`src/rtl/gpio_ovr_pkg.sv`:
```
package gpio_ovr_pkg;
  localparam int NPIN      = 8;
  localparam int FIRST_PAD = 4;
  localparam int SCL_BIT   = 7;
  localparam int SDA_BIT   = 6;
  localparam int NSHARE    = 2;

  typedef enum logic [1:0] {
    SEL_NONE = 2'd0,
    SEL_DAT  = 2'd1,
    SEL_DIR  = 2'd2
  } reg_sel_e;

  typedef enum logic [1:0] {
    BIT_NOPAD  = 2'd0,
    BIT_PLAIN  = 2'd1,
    BIT_SHARED = 2'd2
  } bit_kind_e;

  function automatic bit_kind_e kind_of(input int b);
    if (b < FIRST_PAD) return BIT_NOPAD;
    if (b == SCL_BIT || b == SDA_BIT) return BIT_SHARED;
    return BIT_PLAIN;
  endfunction
endpackage

```
`src/rtl/gpio_in_sync.sv`:
```
module gpio_in_sync #(
  parameter int W = 2
) (
  input  logic         clk,
  input  logic         rst_n,
  input  logic [W-1:0] d_async,
  output logic [W-1:0] d_sync
);
  logic [W-1:0] st1_q;
  logic [W-1:0] st2_q;

  for (genvar i = 0; i < W; i++) begin : g_bit
    always_ff @(posedge clk or negedge rst_n) begin
      if (!rst_n) begin
        st1_q[i] <= 1'b0;
        st2_q[i] <= 1'b0;
      end else begin
        st1_q[i] <= d_async[i];
        st2_q[i] <= st1_q[i];
      end
    end
  end

  assign d_sync = st2_q;
endmodule

```
`src/rtl/gpio_reg_file.sv`:
```
module gpio_reg_file
  import gpio_ovr_pkg::*;
#(
  parameter int          ADDR_W  = 16,
  parameter logic [15:0] DAT_OFS = 16'h00E6,
  parameter logic [15:0] DIR_OFS = 16'h00E7
) (
  input  logic              clk,
  input  logic              rst_n,
  input  logic              bus_wr,
  input  logic [ADDR_W-1:0] bus_addr,
  input  logic [NPIN-1:0]   bus_wdata,
  output reg_sel_e          sel,
  output logic [NPIN-1:0]   dat_q,
  output logic [NPIN-1:0]   dir_q
);
  always_comb begin
    if (bus_addr == ADDR_W'(DAT_OFS))      sel = SEL_DAT;
    else if (bus_addr == ADDR_W'(DIR_OFS)) sel = SEL_DIR;
    else                                   sel = SEL_NONE;
  end

  always_ff @(posedge clk or negedge rst_n) begin
    if (!rst_n) begin
      dat_q <= '0;
      dir_q <= '0;
    end else if (bus_wr) begin
      if (sel == SEL_DAT) dat_q <= bus_wdata;
      if (sel == SEL_DIR) dir_q <= bus_wdata;
    end
  end
endmodule

```
`src/rtl/gpio_pad_ctl.sv`:
```
module gpio_pad_ctl
  import gpio_ovr_pkg::*;
(
  input  logic                    ser_en,
  input  logic                    scl_low_req,
  input  logic                    sda_low_req,
  input  logic [NPIN-1:FIRST_PAD] dat_pad,
  input  logic [NPIN-1:FIRST_PAD] dir_pad,
  output logic [NPIN-1:0]         pin_oe,
  output logic [NPIN-1:0]         pin_out
);
  for (genvar b = 0; b < NPIN; b++) begin : g_pin
    if (kind_of(b) == BIT_NOPAD) begin : g_nopad
      assign pin_oe[b]  = 1'b0;
      assign pin_out[b] = 1'b0;
    end else if (kind_of(b) == BIT_PLAIN) begin : g_plain
      assign pin_oe[b]  = dir_pad[b];
      assign pin_out[b] = dat_pad[b];
    end else begin : g_shared
      logic low_req;
      assign low_req    = (b == SCL_BIT) ? scl_low_req : sda_low_req;
      assign pin_oe[b]  = ser_en ? low_req : dir_pad[b];
      assign pin_out[b] = ser_en ? 1'b0    : dat_pad[b];
    end
  end
endmodule

```
`src/rtl/gpio_rd_path.sv`:
```
module gpio_rd_path
  import gpio_ovr_pkg::*;
(
  input  logic                     clk,
  input  logic                     rst_n,
  input  logic                     bus_rd,
  input  reg_sel_e                 sel,
  input  logic                     ser_en,
  input  logic [NPIN-1:0]          dat_q,
  input  logic [NPIN-1:0]          dir_q,
  input  logic [NPIN-1:NPIN-NSHARE] pad_sync,
  output logic [NPIN-1:0]          bus_rdata
);
  logic [NPIN-1:0] dat_view;

  for (genvar b = 0; b < NPIN; b++) begin : g_view
    if (kind_of(b) == BIT_SHARED) begin : g_sh
      assign dat_view[b] = (ser_en || !dir_q[b]) ? pad_sync[b] : dat_q[b];
    end else begin : g_latch
      assign dat_view[b] = dat_q[b];
    end
  end

  always_ff @(posedge clk or negedge rst_n) begin
    if (!rst_n) begin
      bus_rdata <= '0;
    end else if (bus_rd) begin
      unique case (sel)
        SEL_DAT: bus_rdata <= dat_view;
        SEL_DIR: bus_rdata <= dir_q;
        default: bus_rdata <= '0;
      endcase
    end
  end
endmodule

```
`src/rtl/gpio_port_ovr.sv`:
```
module gpio_port_ovr
  import gpio_ovr_pkg::*;
#(
  parameter int          ADDR_W  = 16,
  parameter logic [15:0] DAT_OFS = 16'h00E6,
  parameter logic [15:0] DIR_OFS = 16'h00E7
) (
  input  logic                      clk,
  input  logic                      rst_n,
  input  logic                      bus_wr,
  input  logic                      bus_rd,
  input  logic [ADDR_W-1:0]         bus_addr,
  input  logic [NPIN-1:0]           bus_wdata,
  output logic [NPIN-1:0]           bus_rdata,
  input  logic                      ser_en,
  input  logic                      scl_low_req,
  input  logic                      sda_low_req,
  input  logic [NPIN-1:NPIN-NSHARE] pin_in,
  output logic [NPIN-1:0]           pin_oe,
  output logic [NPIN-1:0]           pin_out
);
  reg_sel_e                  sel;
  logic [NPIN-1:0]           dat_q;
  logic [NPIN-1:0]           dir_q;
  logic [NPIN-1:NPIN-NSHARE] pad_sync;

  gpio_reg_file #(
    .ADDR_W (ADDR_W),
    .DAT_OFS(DAT_OFS),
    .DIR_OFS(DIR_OFS)
  ) u_regs (
    .clk      (clk),
    .rst_n    (rst_n),
    .bus_wr   (bus_wr),
    .bus_addr (bus_addr),
    .bus_wdata(bus_wdata),
    .sel      (sel),
    .dat_q    (dat_q),
    .dir_q    (dir_q)
  );

  gpio_in_sync #(.W(NSHARE)) u_sync (
    .clk    (clk),
    .rst_n  (rst_n),
    .d_async(pin_in),
    .d_sync (pad_sync)
  );

  gpio_pad_ctl u_pads (
    .ser_en     (ser_en),
    .scl_low_req(scl_low_req),
    .sda_low_req(sda_low_req),
    .dat_pad    (dat_q[NPIN-1:FIRST_PAD]),
    .dir_pad    (dir_q[NPIN-1:FIRST_PAD]),
    .pin_oe     (pin_oe),
    .pin_out    (pin_out)
  );

  gpio_rd_path u_rd (
    .clk      (clk),
    .rst_n    (rst_n),
    .bus_rd   (bus_rd),
    .sel      (sel),
    .ser_en   (ser_en),
    .dat_q    (dat_q),
    .dir_q    (dir_q),
    .pad_sync (pad_sync),
    .bus_rdata(bus_rdata)
  );
endmodule

```
`config.mk`:
```
export PLATFORM = sky130hd
export DESIGN_NAME = gpio_port_ovr
export DESIGN_NICKNAME = d
export VERILOG_FILES = /design/src/rtl/gpio_ovr_pkg.sv /design/src/rtl/gpio_in_sync.sv /design/src/rtl/gpio_reg_file.sv /design/src/rtl/gpio_pad_ctl.sv /design/src/rtl/gpio_rd_path.sv /design/src/rtl/gpio_port_ovr.sv
export SDC_FILE = /design/constraint.sdc
export NUM_CORES = 1
export LEC_CHECK = 0
export BUFFER_PORTS_ARGS = -buffer_cell sky130_fd_sc_hd__buf_2
export CAP_MARGIN = 10
export CORE_MARGIN = 2
export CORE_UTILIZATION = 42
export DETAILED_ROUTE_END_ITERATION = 8
export HOLD_SLACK_MARGIN = 0.08
export PLACE_DENSITY = 0.75
export SLEW_MARGIN = 20
export SYNTH_ARGS = -nofsm -noshare
export SYNTH_HDL_FRONTEND = slang
export SYNTH_SLANG_ARGS = --single-unit
export TNS_END_PERCENT = 1
```
`constraint.sdc`:
```
create_clock -name clk -period 1 [get_ports clk]
set_clock_uncertainty 0.05 [all_clocks]
set_input_delay 0.05 -clock clk [delete_from_list [all_inputs] [get_ports clk]]
set_output_delay 0.05 -clock clk [all_outputs]
set_load 0.05 [all_outputs]
```
Word level (Yosys, flattened, before mapping) --
Cells that the tools add are included.
Operators by class: eq/ne operators 4, muxes and demuxes 9, reductions and logical operators 6
Operators with widths (number):
- $eq 16x8->1 const B | 2
- $pmux 8 s2 | 1
- $mux 1 | 6
- $mux 2 | 2
- $reduce_and 2->1 | 2
- $eq 2x1->1 const B | 1
- $eq 2x2->1 const B | 1
- $logic_not 1->1 | 2
- $logic_or 1x1->1 | 2
Word-level totals: bits in registers 28, output and inout port bits 24

Longest topological paths before layout --
word-level depth 5, depth in mapped cells 5, gate-level depth less buffers 4

Cells and area by module --
Synthesis repeated with hierarchy kept, for this count alone.
Unflattened totals: cell total of the unflattened synthesis 113, area total of the unflattened synthesis 1423.9 um^2
By module, submodules not included:
- gpio_reg_file | times used 1, cells an instance 44, area each 705.7 um^2
- gpio_rd_path | times used 1, cells an instance 48, area each 484.2 um^2
- gpio_pad_ctl | times used 1, cells an instance 17, area each 133.9 um^2
- gpio_in_sync | times used 1, cells an instance 4, area each 100.1 um^2

Least setup slack after synthesis --
OpenSTA, ideal clock, no wires.
kind reg-to-reg, start point reg u_regs.dat_q[6], end point reg u_rd.bus_rdata[6], library setup time 0.078 ns, arrival 1.449 ns, slack -0.577 ns, clock period less this slack 1.577 ns, buffers on the path 0, stages on the path, launching flop included 5, path through dfrtp_1 nor2b_1 o21ai_0 o31a_1 o2bb2ai_1
Between the ends: cells in the longest elaborated chain, start to end 2
RTL lines:
- start, declared | line gpio_reg_file.sv:14 | output logic [NPIN-1:0] dat_q,
- start signal, assigned | line gpio_reg_file.sv:28 | if (sel == SEL_DAT) dat_q <= bus_wdata;
- $mux 1 | line gpio_rd_path.sv:18 | assign dat_view[b] = (ser_en || !dir_q[b]) ? pad_sync[b] : dat_q[b];
- $pmux 8 s2 | line gpio_rd_path.sv:28 | unique case (sel)
- end signal, assigned | line gpio_rd_path.sv:29 | SEL_DAT: bus_rdata <= dat_view;
- end signal, assigned | line gpio_rd_path.sv:30 | SEL_DIR: bus_rdata <= dir_q;
- end, declared | line gpio_rd_path.sv:12 | output logic [NPIN-1:0] bus_rdata
No other way between the ends. A chain may end at the register's enable or synchronous reset.

Final worst setup path --
start point reg u_regs.dir_q[7], end point out pin_oe[7]
Between the ends: cells in the longest elaborated chain, start to end 1
RTL lines:
- start, declared | line gpio_reg_file.sv:15 | output logic [NPIN-1:0] dir_q
- start signal, assigned | line gpio_reg_file.sv:29 | if (sel == SEL_DIR) dir_q <= bus_wdata;
- $mux 1 | line gpio_pad_ctl.sv:22 | assign pin_oe[b] = ser_en ? low_req : dir_pad[b];
- end, declared | line gpio_port_ovr.sv:19 | output logic [NPIN-1:0] pin_oe,
No other way between the ends.

==> flow_metrics.tcl <==
set metrics [dict create \
    status "finished, violations left" \
    violations "setup timing" \
    p_int_mw 1.48 \
    drcViolationCount 0 \
    hold_violations 0 \
    totalWireLength_um 2830 \
    grt_pass1_wl_um 4640 \
    num_antenna_cells 0 \
    cp-start-kind "flip-flop" \
    drt_first_pass_iters 6 \
    drive_above_1_share_pct 54.9 \
    ios 57 \
    fin_ws_ns -0.276 \
    cap_violations 0 \
    ys_warn_count 0 \
    p_sw_uw 477 \
    rsz0062_at_grt "yes" \
    critPathTopFamily "flip-flops" \
    synth_seq_cells 28 \
    cp-end-kind "primary output" \
    gp_congestion 0.678 \
    cp_max_fo 2 \
    yosysSeqAreaShare_pct 54.1 \
    p_per_area_nw_per_um2 1030 \
    slew_violations 0 \
    portBuffers 48 \
    syn_area_per_cell_um2 13.6 \
    worstHoldPathType "in2reg" \
    antenna_found_initial 0 \
    grt_pass1_vias 1034 \
    min_path_cells 4 \
    crit_buf_inv 1 \
    grt_max_degree 29 \
    rows 20 \
    layout.nets 196 \
    cts.sinks 28 \
    detailed_place_hpwl_um 2030 \
    crit_type "reg2out" \
    min_period_ns 1.28 \
    vdd_drop_max_uv 1090 \
    netlist_area_um2 1300 \
    fin_area_um2 1900 \
    cts_root_buf "clkbuf_4" \
    max_stage_delay_ns 0.41 \
    crit_arrival_ns 1.18 \
    die_h_um 59.6 \
    synthToLayoutAreaGrowth_pct 46.9 \
    grt_usage_pct 17.4 \
    clock_latency_ns 0.32 \
    grt_remaining_overflow 0 \
    wl_per_cell_um 14.5 \
    die_area_um2 3550 \
    viasPerCell 4.97 \
    drt_iter0_markers 2 \
    post-route-period-util_pct 128 \
    place_area_um2 1580 \
    setup_viol 29 \
    die_x_um 59.6 \
    switching_share_pct 24.4 \
    antenna_left 0 \
    pwr-share-clk_pct 27.0 \
    worstPathCellList "nor2b_4, a21o_1, buf_6" \
    pwr-share-seq_pct 58.3 \
    required_ns 0.90 \
    clk_pin_slew_ns 0.14 \
    reg2regPathDepth 4 \
    dr_total_vias 969 \
    cp_num_cells 3 \
    cts_tree "yes" \
    ctsHtreeMaxLevel 1 \
    clk_path_buf_depth 2 \
    comb_power_share_pct 14.7 \
    start_util_pct 43.2 \
    core_area_um2 3000 \
    finalSetupTns_ns -3.47 \
    max_freq_mhz 784 \
    cellLeakagePower_nw 0.985 \
    cts_buffers 3 \
    synthCells 95 \
    synth.distinct_cells 23 \
    crit_slowest_cell "dfrtp_1" \
]
logic make-up after synthesis:
family                 after synthesis  synth area share (%)
AOI/OAI and AO/OA                   14                  8.69
buffers and inverters               17                  8.40
DFF                                 28                  54.1
muxes                               22                  18.5
other                                1                 0.289
and+or+nand+nor                     13                  10.0
tightest hold or removal path: stages:
cell	delay, ns
buf_2	0.10
clkinv_1	0.05
or2_4	0.17
o2bb2ai_1	0.07
synth_stat cells (all sizes together):
cell	instances	area (µm²)
nand4	1	12.5
and4bb	1	12.5
conb	1	3.75
nor2b	4	25.0
a21o	2	15.0
clkinv	1	3.75
nand2	1	3.75
or2	1	6.26
o21ai	2	10.0
o31a	2	17.5
buf	13	93.8
inv	2	7.51
nor4b	1	15.0
and3b	1	8.76
dfrtp	28	701
o2bb2ai	8	70.1
mux2i	6	60.1
clkbuf	1	3.75
mux2	16	180
nor4	1	21.3
nor2	1	6.26
nor3b	1	18.8
per-stage QoR:
step                      worst slack, ns  util (%)  std cells  power, mW  hold WS (ns)
after CTS                          -0.292      61.8        195       1.97         0.118
after global routing               -0.337      63.4        195       2.07        0.0983
after global placement             -0.503      52.6        178       1.39       0.00711
after floorplan                    -0.396         -        102       1.31        -0.296
final                              -0.276      63.4        195       1.96         0.113
after detailed placement           -0.577      52.6        178       1.40        0.0151
placed cells by master (no fill, tap or decap):
master,n
o31a_1,2
nor4_4,1
buf_2,28
o21ai_1,1
conb_1,8
nor3b_4,1
a21o_1,2
mux2_4,2
mux2_2,14
buf_6,21
or2_4,1
nor2b_4,1
nand4_4,1
nand2_1,1
nor2b_1,1
clkbuf_4,3
and4bb_2,1
clkinv_1,1
o21ai_0,1
dlygate4sd3_1,11
nor2b_2,2
buf_4,10
mux2i_1,6
dfrtp_1,28
clkbuf_8,1
o2bb2ai_1,8
nor4b_4,1
and3b_1,1
nor2_2,1
inv_1,2
worst paths after layout:
check / start / end / slack, ns
worst max-delay path: u_regs.dir_q[7]$_DFFE_PN0P_ / pin_oe[7] / -0.28
worst min-delay path: bus_rd / u_rd.bus_rdata[2]$_DFFE_PN0P_ / 0.11
worst max register to register: u_regs.dir_q[7]$_DFFE_PN0P_ / u_rd.bus_rdata[7]$_DFFE_PN0P_ / -0.13
worst min register to register: u_sync.st1_q[0]$_DFF_PN0_ / u_sync.d_sync[0]$_DFF_PN0_ / 0.31
max in group asynchronous: rst_n / u_rd.bus_rdata[2]$_DFFE_PN0P_ / 0.47
min in group asynchronous: rst_n / u_rd.bus_rdata[5]$_DFFE_PN0P_ / 0.18
state kept, by name, summed over array words and instances, names as in the netlist:
name	count
u_rd.bus_rdata	8
u_regs.dat_q	8
u_regs.dir_q	8
u_sync.d_sync	2
u_sync.st1_q	2
metal layers:
layer / GRT usage (%) / wire, µm / share of wire, %
met4: 2.86 / 0 / 0
met1: 21.2 / 1130 / 40
met5: 0 / 0 / 0
met3: 3.06 / 136 / 4.8
met2: 32.2 / 1570 / 55
power groups by stage:
stage	Clock, mW	Combinational (mW)	Sequential (mW)
final	0.529	0.288	1.14
after global routing	0.613	0.311	1.14
after CTS	0.553	0.278	1.14
after detailed placement	0	0.233	1.16
after global placement	0	0.229	1.16
after floorplan	0	0.142	1.16
final cells by class:
class                           instances  area (µm²)
Multi-Input combinational cell         57         553
Clock buffer                            4        36.3
Inverter                                3        11.3
Sequential cell                        28         701
Fill cell                             236        1100
Timing Repair Buffer                   70         562
Tap cell                               33        41.3
what timing repair did:
action	4_1_cts	5_1_grt
setup buffers	2	0
hold buffers	11	0
pin swaps	1	0
endpoints found under the setup margin	40	40
gates resized for setup	36	9
hold endpoints to repair	46	0
Note: power is estimated with default switching activity, not from simulation.
